**config.mk**
```make
export PLATFORM = sky130hd
export DESIGN_NAME = ddr2_init_seq
export DESIGN_NICKNAME = d
export VERILOG_FILES = /design/src/rtl/ddr2_init_pkg.sv /design/src/rtl/ddr2_init_timer.sv /design/src/rtl/ddr2_init_dll_gate.sv /design/src/rtl/ddr2_init_cmd_map.sv /design/src/rtl/ddr2_init_seq.sv
export SDC_FILE = /design/constraint.sdc
export NUM_CORES = 1
export LEC_CHECK = 0
export BUFFER_PORTS_ARGS = -buffer_cell sky130_fd_sc_hd__buf_2
export CORE_MARGIN = 5
export CORE_UTILIZATION = 28
export CTS_BUF_LIST = sky130_fd_sc_hd__clkbuf_2 sky130_fd_sc_hd__clkbuf_4 sky130_fd_sc_hd__clkbuf_8
export DETAILED_ROUTE_END_ITERATION = 10
export GPL_TIMING_DRIVEN = 0
export HOLD_SLACK_MARGIN = 0.1
export PLACE_DENSITY = 0.44
export SYNTH_ARGS = -nofsm -noshare
export SYNTH_HDL_FRONTEND = slang
export SYNTH_SLANG_ARGS = --single-unit
```
**constraint.sdc**
```tcl
create_clock -name clk -period 3.9 [get_ports clk]
set_clock_uncertainty 0.15 [all_clocks]
set_input_delay 0.195 -clock clk [delete_from_list [all_inputs] [get_ports clk]]
set_output_delay 0.195 -clock clk [all_outputs]
set_load 0.05 [all_outputs]
```
**src/rtl/ddr2_init_pkg.sv**
```systemverilog
// Package: shared state encoding, command codes and address-field positions
// for the DDR2 initialization sequencer.
// Assumes: a 4-bit state fits all sequence steps.
package ddr2_init_pkg;

    // Sequence steps in issue order; each non-idle, non-done step issues one
    // command (NOP for the two waits) and then holds for its gap.
    typedef enum logic [3:0] {
        S_IDLE,
        S_WAIT_CKE,
        S_WAIT_PRE,
        S_PRE_A,
        S_LM_EMR2,
        S_LM_EMR3,
        S_LM_EMR,
        S_LM_MR_RST,
        S_PRE_B,
        S_REF_A,
        S_REF_B,
        S_LM_MR,
        S_LM_OCD_DFLT,
        S_LM_OCD_EXIT,
        S_DONE
    } seq_state_t;

    // {cs_n, ras_n, cas_n, we_n}
    localparam logic [3:0] CMD_NOP = 4'b0111;
    localparam logic [3:0] CMD_PRE = 4'b0010;
    localparam logic [3:0] CMD_REF = 4'b0001;
    localparam logic [3:0] CMD_LM  = 4'b0000;

    // Address bits whose value the sequence step decides
    localparam int AP_BIT     = 10;
    localparam int DLLRST_BIT = 8;
    localparam int OCD_LO     = 7;

    // Next step in the fixed order
    function automatic seq_state_t step_after(input seq_state_t s);
        case (s)
            S_WAIT_CKE:    return S_WAIT_PRE;
            S_WAIT_PRE:    return S_PRE_A;
            S_PRE_A:       return S_LM_EMR2;
            S_LM_EMR2:     return S_LM_EMR3;
            S_LM_EMR3:     return S_LM_EMR;
            S_LM_EMR:      return S_LM_MR_RST;
            S_LM_MR_RST:   return S_PRE_B;
            S_PRE_B:       return S_REF_A;
            S_REF_A:       return S_REF_B;
            S_REF_B:       return S_LM_MR;
            S_LM_MR:       return S_LM_OCD_DFLT;
            S_LM_OCD_DFLT: return S_LM_OCD_EXIT;
            default:       return S_DONE;
        endcase
    endfunction

endpackage

```
**src/rtl/ddr2_init_timer.sv**
```systemverilog
// Gap timer: a single down-counter reloaded when a step issues its command.
// Assumes: load values are at least 1; last marks the final cycle of a gap.
module ddr2_init_timer #(
    parameter int CW = 16
) (
    input  logic          clk,
    input  logic          rst_n,
    input  logic          load,
    input  logic [CW-1:0] load_val,
    output logic          last
);

    logic [CW-1:0] cnt_q;

    // Reload on issue, otherwise count down to zero
    always_ff @(posedge clk) begin
        if (!rst_n)
            cnt_q <= '0;
        else if (load)
            cnt_q <= load_val;
        else if (cnt_q != '0)
            cnt_q <= cnt_q - 1'b1;
    end

    // Gap ends when one cycle remains
    assign last = (cnt_q == CW'(1));

endmodule

```
**src/rtl/ddr2_init_dll_gate.sv**
```systemverilog
// DLL lock gate: counts cycles since the DLL-reset load and reports when at
// least TDLL cycles have elapsed.
// Assumes: TDLL >= 1; arm pulses for the one cycle of the DLL-reset command.
module ddr2_init_dll_gate #(
    parameter int TDLL = 200
) (
    input  logic clk,
    input  logic rst_n,
    input  logic arm,
    output logic locked
);

    localparam int DW = $clog2(TDLL + 1);

    logic [DW-1:0] cnt_q;
    logic          run_q;

    // Count cycles after arm, saturating at TDLL
    always_ff @(posedge clk) begin
        if (!rst_n) begin
            cnt_q <= '0;
            run_q <= 1'b0;
        end else if (arm) begin
            cnt_q <= DW'(1);
            run_q <= 1'b1;
        end else if (run_q && cnt_q != DW'(TDLL)) begin
            cnt_q <= cnt_q + 1'b1;
        end
    end

    assign locked = run_q && (cnt_q == DW'(TDLL));

endmodule

```
**src/rtl/ddr2_init_cmd_map.sv**
```systemverilog
// Command mapper: turns the current step into the command code, bank and
// address the device sees, forcing DLL-reset and OCD fields per step.
// Assumes: ADDR_W >= 11, BA_W >= 2; purely combinational.
module ddr2_init_cmd_map
    import ddr2_init_pkg::*;
#(
    parameter int              ADDR_W    = 14,
    parameter int              BA_W      = 3,
    parameter logic [ADDR_W-1:0] MR_CODE   = '0,
    parameter logic [ADDR_W-1:0] EMR_CODE  = '0,
    parameter logic [ADDR_W-1:0] EMR2_CODE = '0,
    parameter logic [ADDR_W-1:0] EMR3_CODE = '0
) (
    input  seq_state_t        state,
    input  logic              issue,
    output logic [3:0]        cmd,
    output logic [BA_W-1:0]   ba,
    output logic [ADDR_W-1:0] addr,
    output logic              cke
);

    localparam logic [ADDR_W-1:0] AP_MASK  = ADDR_W'(1) << AP_BIT;
    localparam logic [ADDR_W-1:0] RST_MASK = ADDR_W'(1) << DLLRST_BIT;
    localparam logic [ADDR_W-1:0] OCD_MASK = ADDR_W'(3'b111) << OCD_LO;
    localparam logic [ADDR_W-1:0] EMR_BASE = EMR_CODE & ~OCD_MASK;
    localparam logic [ADDR_W-1:0] MR_BASE  = MR_CODE & ~RST_MASK;

    // Clock enable stays low only before and during the settling wait
    assign cke = !(state == S_IDLE || state == S_WAIT_CKE);

    // Decode step into bus values on its issue cycle, NOP elsewhere
    always_comb begin
        cmd  = CMD_NOP;
        ba   = '0;
        addr = '0;
        if (issue) begin
            case (state)
                S_PRE_A, S_PRE_B: begin
                    cmd  = CMD_PRE;
                    addr = AP_MASK;
                end
                S_REF_A, S_REF_B: cmd = CMD_REF;
                S_LM_EMR2: begin
                    cmd  = CMD_LM;
                    ba   = BA_W'(2);
                    addr = EMR2_CODE;
                end
                S_LM_EMR3: begin
                    cmd  = CMD_LM;
                    ba   = BA_W'(3);
                    addr = EMR3_CODE;
                end
                S_LM_EMR, S_LM_OCD_EXIT: begin
                    cmd  = CMD_LM;
                    ba   = BA_W'(1);
                    addr = EMR_BASE;
                end
                S_LM_OCD_DFLT: begin
                    cmd  = CMD_LM;
                    ba   = BA_W'(1);
                    addr = EMR_BASE | OCD_MASK;
                end
                S_LM_MR_RST: begin
                    cmd  = CMD_LM;
                    addr = MR_BASE | RST_MASK;
                end
                S_LM_MR: begin
                    cmd  = CMD_LM;
                    addr = MR_BASE;
                end
                default: ;
            endcase
        end
    end

endmodule

```
**src/rtl/ddr2_init_seq.sv**
```systemverilog
// DDR2 initialization sequencer top: steps through the fixed bring-up order,
// one command per step followed by a parameter gap, and raises init_done once
// the sequence is over and the DLL lock interval has passed.
// Assumes: all gap parameters >= 2 cycles; synchronous active-low reset.
module ddr2_init_seq
    import ddr2_init_pkg::*;
#(
    parameter int                T200US    = 40000,
    parameter int                T400NS    = 80,
    parameter int                TRPA      = 4,
    parameter int                TMRD      = 2,
    parameter int                TRFC      = 40,
    parameter int                TDLL      = 200,
    parameter int                ADDR_W    = 14,
    parameter int                BA_W      = 3,
    parameter logic [ADDR_W-1:0] MR_CODE   = 14'h0a53,
    parameter logic [ADDR_W-1:0] EMR_CODE  = 14'h0044,
    parameter logic [ADDR_W-1:0] EMR2_CODE = 14'h0000,
    parameter logic [ADDR_W-1:0] EMR3_CODE = 14'h0000
) (
    input  logic              clk,
    input  logic              rst_n,
    input  logic              start,
    output logic              cke,
    output logic              cs_n,
    output logic              ras_n,
    output logic              cas_n,
    output logic              we_n,
    output logic [BA_W-1:0]   ba,
    output logic [ADDR_W-1:0] addr,
    output logic              init_done
);

    localparam int GMAX_A = (T200US > T400NS) ? T200US : T400NS;
    localparam int GMAX_B = (TRPA > TMRD) ? TRPA : TMRD;
    localparam int GMAX_C = (GMAX_A > GMAX_B) ? GMAX_A : GMAX_B;
    localparam int GMAX   = (GMAX_C > TRFC) ? GMAX_C : TRFC;
    localparam int CW     = $clog2(GMAX + 1);

    seq_state_t    state_q, state_d;
    logic          in_gap_q, in_gap_d;
    logic          issue;
    logic          tmr_last;
    logic          dll_locked;
    logic [CW-1:0] gap_m1;
    logic [3:0]    cmd;

    // Issue cycle: first cycle of any active step
    assign issue = !in_gap_q && state_q != S_IDLE && state_q != S_DONE;

    // Select the gap that follows the current step, minus the issue cycle
    always_comb begin
        case (state_q)
            S_WAIT_CKE:       gap_m1 = CW'(T200US - 1);
            S_WAIT_PRE:       gap_m1 = CW'(T400NS - 1);
            S_PRE_A, S_PRE_B: gap_m1 = CW'(TRPA - 1);
            S_REF_A, S_REF_B: gap_m1 = CW'(TRFC - 1);
            default:          gap_m1 = CW'(TMRD - 1);
        endcase
    end

    // Step sequencing: idle waits for start, steps advance when the gap ends
    always_comb begin
        state_d  = state_q;
        in_gap_d = in_gap_q;
        case (state_q)
            S_IDLE: if (start) begin
                state_d  = S_WAIT_CKE;
                in_gap_d = 1'b0;
            end
            S_DONE: ;
            default: begin
                if (!in_gap_q) begin
                    in_gap_d = 1'b1;
                end else if (tmr_last) begin
                    state_d  = step_after(state_q);
                    in_gap_d = 1'b0;
                end
            end
        endcase
    end

    // State registers with synchronous reset to idle
    always_ff @(posedge clk) begin
        if (!rst_n) begin
            state_q  <= S_IDLE;
            in_gap_q <= 1'b0;
        end else begin
            state_q  <= state_d;
            in_gap_q <= in_gap_d;
        end
    end

    ddr2_init_timer #(.CW(CW)) u_timer (
        .clk      (clk),
        .rst_n    (rst_n),
        .load     (issue),
        .load_val (gap_m1),
        .last     (tmr_last)
    );

    ddr2_init_dll_gate #(.TDLL(TDLL)) u_dll_gate (
        .clk    (clk),
        .rst_n  (rst_n),
        .arm    (issue && state_q == S_LM_MR_RST),
        .locked (dll_locked)
    );

    ddr2_init_cmd_map #(
        .ADDR_W    (ADDR_W),
        .BA_W      (BA_W),
        .MR_CODE   (MR_CODE),
        .EMR_CODE  (EMR_CODE),
        .EMR2_CODE (EMR2_CODE),
        .EMR3_CODE (EMR3_CODE)
    ) u_cmd_map (
        .state (state_q),
        .issue (issue),
        .cmd   (cmd),
        .ba    (ba),
        .addr  (addr),
        .cke   (cke)
    );

    assign {cs_n, ras_n, cas_n, we_n} = cmd;

    // Done once sequence finished and DLL interval elapsed
    assign init_done = (state_q == S_DONE) && dll_locked;

endmodule

```
* Word level (Yosys, flattened, before mapping)
Memories as Yosys holds them, arrays and structs flattened. A register that Yosys moved wholly into a read port is not among the register bits. Cells that the tools add are included.
Operators by class: shift-type cells 0, bitwise logic cells 2, $mul 0, eq/ne operators 19, multiplexer cells 21, order comparisons 0, $add $sub $neg 2, divide/modulo/power cells 0, reduce and logical (&&, ||, !) cells 24
Operators with widths (count):
- case mux 16 bit (4 select lines) | 1
- case mux 12 bit (5 select lines) | 1
- 2-to-1 mux 16 bit | 2
- == test 4 bit, second input constant | 7
- 2-to-1 mux 4 bit | 6
- == test 16 x 1 -> 1 bit, second input constant | 1
- == test 4 x 3 -> 1 bit, second input constant | 4
- nonzero test 16 bit | 1
- subtractor 16 x 1 -> 16 bit, second input constant | 1
- 2-to-1 mux 14 bit | 1
- case mux 3 bit (3 select lines) | 1
- adder 8 x 1 -> 8 bit, second input constant | 1
- == test 4 x 2 -> 1 bit, second input constant | 2
- == test 8 bit, second input constant | 1
- inequality test 8 bit, second input constant | 1
- case mux 4 bit (2 select lines) | 1
- nonzero test 2 bit | 4
- OR reduction 2 bit | 4
- OR reduction 7 bit | 1
- logical AND 1 bit | 6
- case mux 2 bit (3 select lines) | 1
- 2-to-1 mux 1 bit | 5
- == test 4 x 1 -> 1 bit, second input constant | 1
- zero test 4 bit | 1
- other kinds (11) | 13
Word-level totals: bits in latches 0, bits in read-only memories 64, bits of input ports 3, memories kept 1, RAM bits 0, output and inout port bits 23, flip-flop bits (word level) 30
Memories:
- (name not given) | words 16, width 4, read ports 1, clocked after Yosys merged registers in 1, wr ports 0, RTL line ddr2_init_pkg.sv:39 | case (s)

* Longest topological paths before layout
depth in word-level cells 6, gate-level depth with buffers 12, gate-level depth less buffers 9

* Modules after synthesis
Synthesis repeated with hierarchy kept, for this count alone.
Second synthesis, totals: cells, all modules 300, area total of the unflattened synthesis 2396.0 um^2
By module, submodules not included:
- ddr2_init_timer | cells an instance 115, area an instance 918.4 um^2, instances 1, seq. area each 320.3 um^2
- ddr2_init_seq | cells an instance 80, area an instance 668.1 um^2, instances 1, seq. area each 180.2 um^2
- ddr2_init_dll_gate | cells an instance 55, area an instance 485.5 um^2, instances 1, seq. area each 180.2 um^2
- ddr2_init_cmd_map | cells an instance 50, area an instance 324.1 um^2, instances 1, seq. area each 0.0 um^2

* Worst setup path before layout
Ideal clock, no wire load.
kind reg2out, start register u_dll_gate.cnt_q[0], end output init_done, setup slack 0.805 ns, stages on the path, launching flop included 6, required time 3.555 ns, path buffers 0, data arrival time 2.750 ns, cells stage by stage dfxtp_1 > inv_1 > ha_1 > nand4b_1 > or4b_2 > nor4_1
Between the ends: cells in the longest elaborated chain, start to end 3
RTL lines:
- start: declaration | RTL line ddr2_init_dll_gate.sv:15 | logic [DW-1:0] cnt_q;
- start signal: assignment | RTL line ddr2_init_dll_gate.sv:27 | cnt_q <= cnt_q + 1'b1;
- == test 8 bit | RTL line ddr2_init_dll_gate.sv:31 | assign locked = run_q && (cnt_q == DW'(TDLL));
- logical AND 1 bit | RTL line ddr2_init_dll_gate.sv:31
- logical AND 1 bit | RTL line ddr2_init_seq.sv:128 | assign init_done = (state_q == S_DONE) && dll_locked;
- end: declaration | RTL line ddr2_init_seq.sv:31 | output logic init_done
No other way between the ends.

==> impl_metrics.yaml <==
clock_network:
  cts_sinks: 34
  cts-htree-levels: 2
  cts_resized: 0
  numCtsBuffers: 5
  clk_pin_slew_worst_paths_ns: 0.08
  clock-root-buffer: "clkbuf_8"
  post-cts-setup-buffers: 0
  clock_path_buffers: 2
  postCtsHoldBufs: 0
  tritoncts: "done"
  clk_latency_ns: 0.29
synthesis:
  synthTopCellsByArea: "dfxtp_1, nor2_1, ha_1, nand2_1, xor2_1"
  synth.distinct_cells: 55
  synth_edf_count: 0
  synth_ff_type: "dfxtp_1"
  yosys.area.top_type: "dfxtp_1"
  ys_seq_elements: 34
  synth.top_cell.area_share: 0.299
  yosysWarnings: 0
  netlist_area_mm2: 0.00228
  synthCells: 295
  ys_seq_area_frac: 0.299
  synth_common_cells: "dfxtp_1, nor2_1, nand2_1"
  syn_avg_cell_area_um2: 7.72
  async_reset_ff_frac: 0
global_routing:
  grt_first_pass_wirelength_mm: 9.36
  first_global_vias: 1891
  overflow: 0
  grt_max_degree: 13
  globalRouteTotalUtil: 0.116
  antenna_found_initial: 0
sta:
  hold_viol: 0
  setup_tns_ns: 0
  worst_pin_slew_ns: 0.670
  max_slew_margin: 0.553
  timing.final.crit_share: 0.860
  hold_ws_ns: 0.156
  fmax_mhz: 298
  setup_viol: 0
  rsz0062_at_grt: "false"
  slew_viol_final: 0
  fin_crit_ns: 3.35
power_and_ir_drop:
  p_total_w: 0.00179
  peakVddDrop_mv: 0.201
  leakagePower_nw: 1.09
  p_per_area_mw_per_mm2: 680
setup_path:
  reg2reg_from: "state_q[0]"
  cp_cell_sequence: "clkbuf_1 -> or4_1 -> clkbuf_1 -> o22ai_1 -> a21o_1 -> buf_2 -> nor2_1 -> o21ai_0 -> and2_1 -> ha_1 -> o32ai_1 -> o211ai_1"
  end_kind: "register"
  cp_common_cell: "clkbuf_1"
  cp_num_buf_inv: 3
  timing.critical_path.from: "state_q[0]"
  path_class: "reg -> reg"
  critPathMaxStageDelay_ns: 0.52
  critPathLaunchType: "register"
  critPathMaxFanout: 9
  slowest_stage: "or4_1"
  crit_family: "compound AO/OA/AOI/OAI gates"
  cp.required_ns: 3.92
  arrival_ns: 3.37
cells_and_area:
  final_cells: 428
  diodes: 0
  drive_above_1_share: 0.147
  area_growth_pct: 15.4
  fin_util: 0.336
  nNetsFinal: 338
routing:
  wl_met2_mm: 2.58
  wl_mm: 5.83
  vias: 2167
  drc_errors: 0
  met3_length_um: 349
  ant_nets: 0
  wl_met1_mm: 2.79
  routed_via_density: 5.06
  drtIter0Drc: 206
  firstDrtPassIters: 4
  highest_layer: "met4"
  wl_per_cell_um: 13.6
worst_hold_path:
  hp-class: "in -> reg"
  hp-start: "start"
die:
  io_pins: 26
  row_count: 32
  die_w_um: 100
  core_area_mm2: 0.00781
  start_util: 0.292
  die_h_um: 100
  die_area_mm2: 0.0100
placement:
  port_buffers: 18
  gp_congestion: 0.781
  place.detailed.hpwl_mm: 4.38
  dpl.cell_count: 420
status:
  status: "finished clean"
run:
  max_cap_violations: 0
==> worst min-delay path, cell delays in order <==
cell and delay, ns:
buf_2 0.10, nor2_1 0.04, nor2_1 0.09, o31ai_1 0.07, nor2_1 0.07
==> final timing paths <==
path / endpoint / slack, ns / cells past startpoint
max: register / 0.55 / 12
min: in_gap_q / 0.16 / 5
max reg2reg: register / 0.55 / 12
min reg2reg: u_dll_gate.cnt_q[7] / 0.38 / 2
==> layer usage <==
| layer | vias to the layer above | track usage |
|---|---|---|
| met5 | - | 0 |
| met2 | 72 | 0.179 |
| met3 | 9 | 0.0250 |
| met1 | 987 | 0.157 |
| met4 | 0 | 0.0446 |
| li1 | 1099 | - |
==> power breakdown <==
part	switching, W	internal [W]	leakage (nW)
registers	0.0000919	0.000440	0.278
logic	0.000555	0.000366	0.760
clock network	0.000144	0.000190	0.0504
total	0.000791	0.000995	1.09
==> final cells by class <==
class	count	area, um^2
well taps	102	128
clock inverters	3	45.0
plain buffers	26	135
repair buffers	18	90.1
clock buffers	5	68.8
inverters	12	45.0
multi-input cells	228	1430
flip-flops and latches	34	681
fillers	835	5180
==> per-stage QoR <==
step / setup slack [ns] / instance area (um^2)
after global routing: 0.367 / 2630
final: 0.548 / 2630
after detailed placement: 0.618 / 2510
after global placement: 0.546 / 2510
after floorplan: 0.805 / 2290
after CTS: 0.589 / 2630
==> logic make-up (layout without fill, tap and decap cells) <==
group / after synthesis / count (layout) / share of synthesized area
simple gates: 127 / 127 / 0.294
compound gates: 64 / 64 / 0.190
buf+inv: 38 / 64 / 0.0792
flops: 34 / 34 / 0.299
xor+xnor: 19 / 19 / 0.0731
fa+ha+maj: 10 / 10 / 0.0550
mux: 2 / 2 / 0.00880
other cells: 1 / 6 / 0.00165
==> layout by cell type, fill, tap and decap left out, types with 7 or more instances in the layout <==
cell type,Yosys,layout
a21oi_1,16,16
and3_1,8,8
buf_2,3,21
buf_4,9,9
clkbuf_1,14,14
dfxtp_1,34,34
ha_1,10,10
inv_1,12,12
nand2_1,26,26
nand3_1,7,7
nor2_1,34,34
nor3_1,14,14
o21ai_0,12,12
xnor2_1,8,8
xor2_1,11,11
(Power assumes the default switching activity.)
